File: src/rtl/snoop_wi_ctrl.sv
module snoop_wi_ctrl #(
  parameter int AW     = 6,
  parameter int WW     = 8,
  parameter int WORDS  = 2,
  parameter int NLINES = 4,
  localparam int OB    = $clog2(WORDS),
  localparam int BAW   = AW - OB,
  localparam int BW    = WORDS * WW
) (
  input  logic           clk,
  input  logic           rst_n,
  input  logic           cpu_req,
  input  logic           cpu_we,
  input  logic [AW-1:0]  cpu_addr,
  input  logic [WW-1:0]  cpu_wdata,
  output logic           cpu_done,
  output logic [WW-1:0]  cpu_rdata,
  output logic           bus_req,
  input  logic           bus_gnt,
  output logic [1:0]     bus_cmd,
  output logic [BAW-1:0] bus_addr,
  output logic [BW-1:0]  bus_wdata,
  input  logic [BW-1:0]  bus_rdata,
  input  logic           snp_valid,
  input  logic [1:0]     snp_cmd,
  input  logic [BAW-1:0] snp_addr,
  output logic           snp_supply,
  output logic [BW-1:0]  snp_data
);
  localparam int IB = $clog2(NLINES);
  localparam int TW = BAW - IB;

  localparam logic [1:0] L_I = 2'b00, L_S = 2'b01, L_M = 2'b10;
  localparam logic [1:0] C_NONE = 2'b00, C_RD = 2'b01, C_INV = 2'b10, C_WB = 2'b11;

  typedef enum logic [1:0] {F_IDLE, F_WB, F_FILL, F_UPG} fsm_t;
  fsm_t fsm;

  logic [1:0]    lst  [NLINES];
  logic [TW-1:0] ltag [NLINES];
  logic [BW-1:0] ldat [NLINES];

  wire [IB-1:0] idx  = cpu_addr[OB +: IB];
  wire [TW-1:0] tg   = cpu_addr[AW-1 -: TW];
  wire [OB-1:0] off  = cpu_addr[OB-1:0];
  wire          hit  = (lst[idx] != L_I) && (ltag[idx] == tg);
  wire          own  = hit && (lst[idx] == L_M);

  wire [IB-1:0] sidx = snp_addr[IB-1:0];
  wire [TW-1:0] stg  = snp_addr[BAW-1 -: TW];
  wire          shit = snp_valid && (lst[sidx] != L_I) && (ltag[sidx] == stg);

  assign snp_supply = shit && (snp_cmd == C_RD) && (lst[sidx] == L_M);
  assign snp_data   = ldat[sidx];

  assign cpu_done  = (fsm == F_IDLE) && cpu_req && !snp_valid && hit && (!cpu_we || own);
  assign cpu_rdata = ldat[idx][off*WW +: WW];

  assign bus_req = ((fsm == F_WB) && (lst[idx] == L_M)) ||
                   (fsm == F_FILL) ||
                   ((fsm == F_UPG) && hit && (lst[idx] == L_S));
  assign bus_cmd = !bus_req ? C_NONE :
                   (fsm == F_WB)   ? C_WB :
                   (fsm == F_FILL) ? C_RD : C_INV;
  assign bus_addr  = (fsm == F_WB) ? {ltag[idx], idx} : cpu_addr[AW-1:OB];
  assign bus_wdata = ldat[idx];

  always_ff @(posedge clk) begin
    if (!rst_n) begin
      fsm <= F_IDLE;
      for (int i = 0; i < NLINES; i++) lst[i] <= L_I;
    end else begin
      if (shit && snp_cmd == C_INV) lst[sidx] <= L_I;
      else if (snp_supply)          lst[sidx] <= L_S;

      case (fsm)
        F_IDLE: if (cpu_req && !snp_valid) begin
          if (cpu_done) begin
            if (cpu_we) ldat[idx][off*WW +: WW] <= cpu_wdata;
          end else if (hit)              fsm <= F_UPG;
          else if (lst[idx] == L_M)      fsm <= F_WB;
          else                           fsm <= F_FILL;
        end
        F_WB: begin
          if (!bus_req) fsm <= F_FILL;
          else if (bus_gnt) begin
            lst[idx] <= L_I;
            fsm      <= F_FILL;
          end
        end
        F_FILL: if (bus_gnt) begin
          ldat[idx] <= bus_rdata;
          ltag[idx] <= tg;
          lst[idx]  <= L_S;
          fsm       <= F_IDLE;
        end
        F_UPG: begin
          if (!bus_req) fsm <= F_IDLE;
          else if (bus_gnt) begin
            lst[idx] <= L_M;
            fsm      <= F_IDLE;
          end
        end
        default: fsm <= F_IDLE;
      endcase
    end
  end
endmodule

File: config.mk
export PLATFORM = sky130hd
export DESIGN_NAME = snoop_wi_ctrl
export DESIGN_NICKNAME = d
export VERILOG_FILES = /design/src/rtl/snoop_wi_ctrl.sv
export SDC_FILE = /design/constraint.sdc
export NUM_CORES = 1
export LEC_CHECK = 0
export ABC_AREA = 0
export ABC_CLOCK_PERIOD_IN_PS = 2500
export BUFFER_PORTS_ARGS = -buffer_cell sky130_fd_sc_hd__buf_2
export CAP_MARGIN = 20
export CORE_UTILIZATION = 50
export DETAILED_ROUTE_END_ITERATION = 16
export PLACE_DENSITY = 0.77
export SYNTH_ARGS = -nofsm -noshare
export SYNTH_HDL_FRONTEND = slang
export SYNTH_SLANG_ARGS = --single-unit
File: constraint.sdc
create_clock -name clk -period 2.5 [get_ports clk]
set_input_delay 0.125 -clock clk [delete_from_list [all_inputs] [get_ports clk]]
set_output_delay 0.125 -clock clk [all_outputs]
set_load 0.01 [all_outputs]
==> out/results.txt, run 1 <==
status -> finished with violations
failing checks -> DRC, setup timing
num rows -> 34
YS warnings -> 0
global-route track usage on met1 -> 30.4%
Combinational Power Share -> 22.3%
Clk pin slew, worst setup/hold paths -> 0.09 ns
Main synth FF type -> edfxtp_1
GR peak layer -> met2
CTS Buf Count -> 9
layout cell share with drive strength beyond 1 -> 44.2%
core area -> 8850 µm²
hold endpoint -> ltag[2][2]$_DFFE_PP_
Mapped Nets -> 384
H-tree level count -> 3
Hold Crit Class -> in -> reg
power per cell area -> 605 nW/µm²
Avg Cell Area, Syn -> 13.7 µm²
Hold Path Stages -> 1
RSZ-0062 raised after global routing -> true
Worst Tran Pin Value -> 0.648 ns
CTS Sinks -> 86
Chip Width -> 98.1 µm
most frequent cells after synthesis -> 84 x edfxtp_1, 63 x nand2_1, 41 x mux4_2
Peak supply drop -> 0.522 mV
TritonCTS clock tree -> built
Leakage -> 2.15 nW
final setup fails -> 4
Post-synth EDFFs -> 84
total number of vias -> 3380
Slew headroom -> 56.8%
Reg power frac -> 49.2%
Worst-Skew Late Latency -> 0.35 ns
register area share after synthesis -> 55.5%
Crit Path Max Fanout -> 4
FF/Latch Area -> 2560 µm²
clk buf depth -> 2
n_diodes -> 0
FMAX -> 0.392 GHz
# IOs -> 93
clock share of power -> 28.4%
pre-CTS WS -> -0.0725 ns
async set-reset flop share out of synthesis -> 0%
antenna violations before repair -> 0
reg2reg setup slack -> -0.05 ns
Hold Crit Start -> cpu_addr[5]
overall routed net length -> 11500 µm
min cycle time layout -> 2.55 ns
area leader, netlist -> edfxtp_1
R2R cell count -> 6
DR iter-0 viols -> 166
Synth cell types -> 47
Slew Viols, Final -> 0
largest net degree at the start of global routing -> 21
GRT overflow -> 0
vias in the first global route -> 3381
Final #Nets -> 486
top cells by area, synth -> edfxtp_1 55%, mux4_2 20%, nand2_1 5.1%
internal power -> 0.00242 W
average wire per standard cell -> 20.9 µm
met2 Usage GRT -> 42.7%
Crit path arrival time -> 2.62 ns
Worst Setup Path Type -> reg -> reg
Detailed Routing Iterations Pass 1 -> 10
DRC -> 5
PortBufs -> 92
hold buffers post-CTS -> 0
Max Cap Violations -> 0
final period utilization -> 102%
#FFs+latches synth -> 86
worst r2r src -> ltag[3][2]$_DFFE_PP_
area of the multi-input gates -> 2010 µm²
die area -> 9620 µm²
All-Layer GR Usage -> 25.0%
nature of the critical path endpoint -> flop
Worst setup SP type -> flop
Crit path required time -> 2.56 ns
synthesis-to-layout area growth -> 21.3%
fillers -> 672
Post-DP HPWL -> 8400 µm
Cells after Synth -> 336
count leader, synth -> edfxtp_1
first-pass GRT wire length -> 17800 µm
Initial Utilization -> 52.1%
Switch Pwr -> 0.000963 W
top cell type's share of synthesized area -> 54.7%
Antenna Violating Nets Remaining -> 0
post-synthesis cell area -> 4610 µm²
Hold Fails Final Rpt -> 0
reg2reg end -> lst[0][1]$_SDFFCE_PN0P_
die span in y -> 98.1 µm
Setup TNS Final -> -0.126 ns
met3 usage -> 6.59%
switching part of the total -> 28.4%
Final GP Congestion -> 0.808
clock root buffer -> clkbuf_8
Setup WS post-layout -> -0.0542 ns
Layout Skew -> 0.00765 ns
routed vias/inst -> 6.13
[cell type report]
class,instances,area share [%]
clock buffer,9,2.21
multi-input combinational,218,36.0
timing repair buffer,116,11.9
sequential,86,45.8
clock inverter,7,1.30
tap,108,2.42
inverter,7,0.470
[flip-flops by register name, indices dropped and copies added, names as in the netlist]
register / flops
fsm: 2
ldat: 64
ltag: 12
lst: 8
[worst max-delay path: stages (launching register included)]
cell,delay (ns)
edfxtp_1,0.40
mux4_2,0.51
xor2_1,0.15
or4_4,0.53
a211o_4,0.35
o31a_1,0.25
o21ai_2,0.08
[worst max path at each step]
stage	startpoint	end	cells past startpoint
after floorplan	cpu_addr[1]	ldat[3][0]$_DFFE_PP_	7
after global placement	snp_addr[0]	lst[0][0]$_DFFE_PP_	7
after detailed placement	ltag[3][2]$_DFFE_PP_	ldat[3][15]$_DFFE_PP_	7
after CTS	ltag[3][0]$_DFFE_PP_	lst[0][0]$_DFFE_PP_	6
after global routing	ltag[3][0]$_DFFE_PP_	lst[0][0]$_DFFE_PP_	6
final	ltag[3][2]$_DFFE_PP_	lst[0][1]$_SDFFCE_PN0P_	6
[cells by family (layout without fill, tap and decap cells)]
logic type,after synthesis,count (layout),share of synthesized area [%]
simple gates,132,132,12.9
flops,86,86,55.5
mux,45,45,21.3
buf+inv,32,139,2.96
compound gates,30,30,4.77
xor+xnor,6,6,1.14
fa+ha+maj,5,5,1.36
[placed cells by master, fill, tap and decap left out, types with 6 or more instances in the layout]
cell and instances:
clkbuf_8 9, nand2_1 63, edfxtp_1 84, o21ai_0 7, nor3_1 6, nor2_1 15, buf_2 92, nand3_1 20
mux4_2 41, buf_4 18, buf_6 6
[metal layers]
| metal | vias up | part of all wire (%) |
|---|---|---|
| li1 | 1509 | - |
| met1 | 1663 | 38 |
| met2 | 184 | 51 |
| met3 | 24 | 8.7 |
| met4 | 0 | 2.5 |
| met5 | - | 0 |
[repair_timing]
item	4_1_cts	5_1_grt
resized for setup	4	23
pin swaps	1	5
hold endpoints to repair	0	0
buffers inserted	1	1
gates cloned	0	0
endpoints found under the setup margin	75	77
[per-stage QoR]
stage          power [W]  cells  utilization (%)  hold WS, ns  area (µm²)
3_3_place_gp     0.00238    533             59.5        0.391        5270
5_1_grt          0.00353    551             63.2       0.0394        5600
4_1_cts          0.00335    550             61.9       0.0181        5480
6_report         0.00339    551             63.2       0.0536        5600
2_1_floorplan    0.00214    336                -        0.224        4610
3_5_place_dp     0.00240    533             59.5        0.397        5270
[power by group through the flow]
stage	Sequential, W	Clock, W	Combinational, W
final	0.00167	0.000962	0.000756
after global routing	0.00167	0.00104	0.000815
after CTS	0.00167	0.000975	0.000711
after detailed placement	0.00170	0	0.000700
after global placement	0.00170	0	0.000684
after floorplan	0.00169	0	0.000448
Power figures use the tool's default switching activity.
==> run 2, diff against run 1 <==
==> config.mk (replaced) <==
export PLATFORM = sky130hd
export DESIGN_NAME = snoop_wi_ctrl
export DESIGN_NICKNAME = d
export VERILOG_FILES = /design/src/rtl/snoop_wi_ctrl.sv
export SDC_FILE = /design/constraint.sdc
export NUM_CORES = 1
export LEC_CHECK = 0
export ABC_AREA = 1
export ABC_CLOCK_PERIOD_IN_PS = 2200
export BUFFER_PORTS_ARGS = -buffer_cell sky130_fd_sc_hd__buf_2
export CAP_MARGIN = 20
export CORE_UTILIZATION = 50
export DETAILED_ROUTE_END_ITERATION = 16
export PLACE_DENSITY = 0.76
export SYNTH_ARGS = -nofsm -noshare
export SYNTH_HDL_FRONTEND = slang
export SYNTH_SLANG_ARGS = --single-unit
==> constraint.sdc (replaced) <==
create_clock -name clk -period 2.2 [get_ports clk]
set_input_delay 0.11 -clock clk [delete_from_list [all_inputs] [get_ports clk]]
set_output_delay 0.11 -clock clk [all_outputs]
set_load 0.01 [all_outputs]
==> run 2 against run 1 <==
Against the previous run:
- the run ends with setup timing left
- flip-flop and latch count is the same
- area after synthesis grew 5.2%
- maximum frequency grew 14%
- synthesized cell count grew 69%
- core utilization shrank 0.51 points
- critical path type unchanged
- critical endpoint is now ldat[0][15]$_DFFE_PP_
==> out/results.txt, run 2 <==
Peak supply drop -> 0.511 mV
Clk pin slew, worst setup/hold paths -> 0.08 ns
Cells after Synth -> 567
registers with the most flip-flops -> ldat: 64 flops, ltag: 12 flops, lst: 8 flops
average wire per standard cell -> 16.8 µm
n_diodes -> 0
Post-synth EDFFs -> 84
Worst Setup Path Type -> reg -> reg
Compound-Gate Fraction of Synth Area -> 14.2%
vias in the first global route -> 4354
post-synthesis cell area -> 4850 µm²
final setup fails -> 8
Combinational Power Share -> 19.9%
reg2reg setup slack -> -0.04 ns
die span in y -> 101 µm
DR iter-0 viols -> 305
clock share of power -> 29.8%
simple-gate share of the synthesized area -> 24.7%
commonest non-fill, non-tap cell in the layout -> nand2_1
most frequent cells after synthesis -> 158 x nand2_1, 84 x edfxtp_1, 64 x o21ai_0
Avg Cell Area, Syn -> 8.56 µm²
total number of vias -> 4554
final period utilization -> 102%
Setup WS post-layout -> -0.0363 ns
Main synth FF type -> edfxtp_1
CTS Sinks -> 86
Final #Nets -> 723
routed vias/inst -> 5.63
area of the multi-input gates -> 2030 µm²
top cell type's share of synthesized area -> 52.0%
register area share after synthesis -> 52.8%
Worst Tran Pin Value -> 0.591 ns
fillers -> 797
TritonCTS clock tree -> built
count leader, synth -> nand2_1
hold buffers post-CTS -> 0
Crit Path Max Fanout -> 8
synthesis-to-layout area growth -> 20.6%
Post-DP HPWL -> 10000 µm
R2R cell count -> 12
switching part of the total -> 28.8%
clk buf depth -> 2
FMAX -> 0.447 GHz
Largest register FFs -> 64
PortBufs -> 92
Crit path required time -> 2.26 ns
Slew Viols, Final -> 0
Antenna Violating Nets Remaining -> 0
GRT overflow -> 0
#FFs+latches synth -> 86
Post-Synth Adder-Cell Area -> 1.29%
Detailed Routing Iterations Pass 1 -> 5
Hold Crit Start -> cpu_addr[4]
failing checks -> setup timing
top cells by area, synth -> edfxtp_1 52%, nand2_1 12%, o21ai_0 6.6%
Post-Synth XOR/XNOR Area -> 0.542%
crit path launch -> ltag[0][2]$_DFFE_PP_
Hold Fails Final Rpt -> 0
H-tree level count -> 3
antenna violations before repair -> 0
Leakage -> 2.44 nW
power per cell area -> 636 nW/µm²
Hold Path Stages -> 1
hold endpoint -> ltag[3][1]$_DFFE_PP_
post-route cell area -> 5850 µm²
commonest non-fill, non-tap cells in the layout -> 150 x nand2_1, 92 x buf_2, 84 x edfxtp_1, 64 x o21ai_0, 55 x nor2_1
Crit path arrival time -> 2.30 ns
Reg power frac -> 50.3%
RSZ-0062 raised after global routing -> true
DRC -> 0
multiplexer area fraction after synthesis -> 0%
FF/Latch Area -> 2560 µm²
largest net degree at the start of global routing -> 34
die area -> 10100 µm²
# IOs -> 93
Max Cap Violations -> 0
clock root buffer -> clkbuf_8
Worst setup SP type -> flop
CTS Buf Count -> 9
layout cell share with drive strength beyond 1 -> 26.6%
min cycle time layout -> 2.24 ns
num rows -> 35
YS warnings -> 0
placed inst area -> 5570 µm²
status -> finished with violations
reg2reg end -> ldat[0][15]$_DFFE_PP_
Final GP Congestion -> 0.879
Chip Width -> 101 µm
Reg with most FFs -> ldat
Fin Hold WS -> 0.0431 ns
area leader, netlist -> edfxtp_1
first-pass GRT wire length -> 21000 µm
Hold Crit Class -> in -> reg
overall power after layout -> 0.00372 W
All-Layer GR Usage -> 27.8%
overall routed net length -> 13600 µm
Switch Pwr -> 0.00107 W
worst r2r src -> ltag[0][2]$_DFFE_PP_
async set-reset flop share out of synthesis -> 0%
Synth cell types -> 28
Layout Skew -> 0.0116 ns
internal power -> 0.00265 W
largest family of logic cells by synthesized area -> simple AND/OR/NAND/NOR gates
Slew headroom -> 60.2%
nature of the critical path endpoint -> flop
Initial Utilization -> 52.0%
Worst-Skew Late Latency -> 0.36 ns
Mapped Nets -> 615
core area -> 9330 µm²
==> run 2: logic make-up (layout without fill, tap and decap cells) <==
group                    count (synthesis)  after routing
AND/OR/NAND/NOR                        280            280
AO/OA/AOI/OAI                          120            120
flip-flops                              86             86
XOR/XNOR                                 3              3
buffers and inverters                   73            186
adder cells (fa/ha/maj)                  5              5
==> run 2: power by group through the flow <==
| stage | combinational, W | sequential [W] | clock, W |
|---|---|---|---|
| 2_1_floorplan | 0.000438 | 0.00190 | 0 |
| 3_3_place_gp | 0.000695 | 0.00191 | 0 |
| 3_5_place_dp | 0.000711 | 0.00191 | 0 |
| 4_1_cts | 0.000717 | 0.00187 | 0.00111 |
| 5_1_grt | 0.000820 | 0.00187 | 0.00117 |
| 6_report | 0.000741 | 0.00187 | 0.00111 |
==> run 2: critical path, cell delays in order, from the launching register on <==
cell	delay, ns
edfxtp_1	0.43
nand2_2	0.09
nand2_1	0.07
nand2_2	0.09
nand3_1	0.09
nand2_1	0.07
nand2_1	0.08
nor2_4	0.11
nand2_2	0.09
nor2_4	0.16
nand4_1	0.23
a21oi_1	0.23
buf_4	0.21
==> run 2: layout make-up <==
class | instances | area share [%]
clock buffers | 10 | 2.18
clock inverters | 6 | 1.18
inverters | 42 | 2.69
multi-input cells | 408 | 34.8
flip-flops and latches | 86 | 43.8
well taps | 129 | 2.76
repair buffers | 128 | 12.6
==> run 2: per-layer routing <==
metal	global-route usage (%)	vias up	part of all wire, %
met4	11.0	0	3.0
met1	32.8	2120	39
met2	50.8	245	50
li1	-	2155	-
met3	4.02	34	7.4
met5	0	-	0
==> run 2: how the worst max path moves through the flow <==
stage                             to  cells past startpoint
2_1_floorplan   ldat[0][0]$_DFFE_PP_                     11
3_3_place_gp    ldat[1][3]$_DFFE_PP_                     15
3_5_place_dp    ldat[3][9]$_DFFE_PP_                     15
4_1_cts        ldat[0][15]$_DFFE_PP_                     12
5_1_grt        ldat[0][15]$_DFFE_PP_                     12
6_report       ldat[0][15]$_DFFE_PP_                     12
==> run 2: metrics by stage <==
step / std cells / setup TNS (ns) / utilization [%] / setup slack (ns)
after detailed placement: 790 / -0.155 / 59.7 / -0.0198
final: 809 / -0.243 / 62.7 / -0.0363
after floorplan: 567 / 0 / - / 0.0443
after global routing: 809 / -6.35 / 62.7 / -0.158
after CTS: 806 / -0.00134 / 61.8 / -0.00134
after global placement: 790 / 0 / 59.7 / 0.0814
==> run 2: repair_timing <==
action,in CTS,in global routing
resized for setup,1,20
endpoints found under the hold margin,0,0
endpoints found under the setup margin,1,64
gates cloned,0,0
setup buffers,0,3
pin swaps,0,12
==> run 3, diff against run 2 <==
--- a/config.mk
+++ b/config.mk
@@ -6,12 +6,12 @@
 export NUM_CORES = 1
 export LEC_CHECK = 0
 export ABC_AREA = 1
-export ABC_CLOCK_PERIOD_IN_PS = 2200
+export ABC_CLOCK_PERIOD_IN_PS = 2600
 export BUFFER_PORTS_ARGS = -buffer_cell sky130_fd_sc_hd__buf_2
 export CAP_MARGIN = 20
-export CORE_UTILIZATION = 50
+export CORE_UTILIZATION = 46
 export DETAILED_ROUTE_END_ITERATION = 16
-export PLACE_DENSITY = 0.76
+export PLACE_DENSITY = 0.68
 export SYNTH_ARGS = -nofsm -noshare
 export SYNTH_HDL_FRONTEND = slang
 export SYNTH_SLANG_ARGS = --single-unit
==> constraint.sdc (replaced) <==
create_clock -name clk -period 2.6 [get_ports clk]
set_input_delay 0.13 -clock clk [delete_from_list [all_inputs] [get_ports clk]]
set_output_delay 0.13 -clock clk [all_outputs]
set_load 0.01 [all_outputs]
==> run 3 against run 2 <==
Against the previous run:
- largest power group unchanged
- total power is 11% lower
- the flow now finishes without violations
- global-route usage is 3.0 points lower
- critical path depth stayed put
- maximum frequency is 2.5% lower
- die area is 8.5% higher
- non-clock buffer count is 14 lower
- clock power hardly changed
- critical path type unchanged
==> out/results.txt, run 3 (synthesis results as in run 2) <==
Setup WS post-layout -> 0.306 ns
final period utilization -> 88.2%
final setup fails -> 0
Worst Tran Pin Value -> 0.720 ns
Worst Setup Path Type -> reg -> reg
Antenna Violating Nets Remaining -> 0
nature of the critical path endpoint -> flop
postcts setup bufs -> 0
Slew headroom -> 51.5%
registers with the most flip-flops -> ldat: 64 flops, ltag: 12 flops, lst: 8 flops
vias in the first global route -> 4183
DR iter-0 viols -> 244
Slew Viols, Final -> 0
worst r2r src -> lst[3][0]$_DFFE_PP_
pre-CTS WS -> 0.209 ns
Final GP Congestion -> 0.857
All-Layer GR Usage -> 24.8%
overall power after layout -> 0.00329 W
Crit Path Max Fanout -> 6
first-pass GRT wire length -> 20800 µm
CTS Buf Count -> 9
Peak supply drop -> 0.456 mV
Hold Crit Start -> cpu_addr[4]
Chip Width -> 105 µm
n_diodes -> 0
Leakage -> 2.38 nW
Largest register FFs -> 64
global-route track usage on met1 -> 31.5%
Detailed Routing Iterations Pass 1 -> 5
Final #Nets -> 709
post-route cell area -> 5730 µm²
die span in y -> 105 µm
DRC -> 0
commonest non-fill, non-tap cells in the layout -> 158 x nand2_1, 92 x buf_2, 84 x edfxtp_1, 64 x o21ai_0, 57 x nor2_1
layout cell share with drive strength beyond 1 -> 22.7%
FMAX -> 0.436 GHz
GR peak layer -> met2
clk buf depth -> 2
synthesis-to-layout area growth -> 18.1%
Setup TNS Final -> 0 ns
Max Cap Violations -> 0
Worst-Skew Late Latency -> 0.36 ns
Crit path required time -> 2.67 ns
met2 Usage GRT -> 40.4%
CP max stage delay -> 0.42 ns
Hold Fails Final Rpt -> 0
core area -> 10300 µm²
hold buffers post-CTS -> 0
critical path's most frequent cell -> nand2_1
routed vias/inst -> 5.51
master of the slowest instance on the critical path -> edfxtp_1
average wire per standard cell -> 16.6 µm
CTS Sinks -> 86
post-CTS sizing -> 0
# IOs -> 93
Crit path arrival time -> 2.37 ns
Hold Crit Class -> in -> reg
commonest non-fill, non-tap cell in the layout -> nand2_1
Layout Skew -> 0.00876 ns
TritonCTS clock tree -> built
met3 usage -> 4.74%
Reg with most FFs -> ldat
GRT overflow -> 0
PortBufs -> 92
antenna violations before repair -> 0
num rows -> 37
Clk pin slew, worst setup/hold paths -> 0.09 ns
crit path launch -> lst[3][0]$_DFFE_PP_
H-tree level count -> 3
Initial Utilization -> 47.2%
largest net degree at the start of global routing -> 33
status -> finished, final reports clean
min cycle time layout -> 2.29 ns
power per cell area -> 575 nW/µm²
clock root buffer -> clkbuf_8
CP Cell Sequence -> nand2_1, nand2_1, nand2_1, nand2_1, clkinv_1, nand2_2, a21boi_0, nand2_1, nor2_2, nand4_1, a21oi_1, buf_4
placed inst area -> 5490 µm²
die area -> 11000 µm²
post-layout util -> 55.8%
total number of vias -> 4423
Post-DP HPWL -> 9700 µm
overall routed net length -> 13300 µm
Worst setup SP type -> flop
RSZ-0062 raised after global routing -> false
-- run 3: layout make-up --
class / instances / area (µm²)
Clock inverter: 5 / 106
Fill cell: 933 / 4550
Inverter: 42 / 158
Clock buffer: 11 / 131
Sequential cell: 86 / 2560
Multi-Input combinational cell: 408 / 1980
Timing Repair Buffer: 114 / 626
Tap cell: 136 / 170
-- run 3: per-layer routing --
metal	vias to the layer above	share of wire, %
met5	-	0
met4	0	3.4
met3	30	7.6
met2	201	47
met1	2063	41
li1	2129	-
-- run 3: final timing paths --
path,to,slack (ns),depth (start not counted)
worst max-delay path,ldat[3][4]$_DFFE_PP_,0.31,12
worst min-delay path,ltag[3][1]$_DFFE_PP_,0.03,1
worst max register to register,ldat[3][4]$_DFFE_PP_,0.31,12
worst min register to register,fsm[0]$_SDFFE_PN0P_,0.52,2
-- run 3: stage by stage --
stage | hold WS (ns) | cells
floorplan | 0.229 | 567
global placement | 0.402 | 786
detailed placement | 0.411 | 786
CTS | 0.0314 | 802
global route | 0.0386 | 802
finish | 0.0320 | 802
-- run 3: critical path: cells and delay by family, from the launching register on --
kind / cells / cell delay, ns
AOI/OAI and AO/OA: 2 / 0.47
and+or+nand+nor: 8 / 0.82
DFF: 1 / 0.42
buffers and inverters: 2 / 0.29
-- run 3: power breakdown --
part / total [W] / switching, W / internal, W
combinational: 0.000593 / 0.000390 / 0.000203
sequential: 0.00158 / 0.0000170 / 0.00156
clock: 0.00112 / 0.000476 / 0.000643
total: 0.00329 / 0.000883 / 0.00241
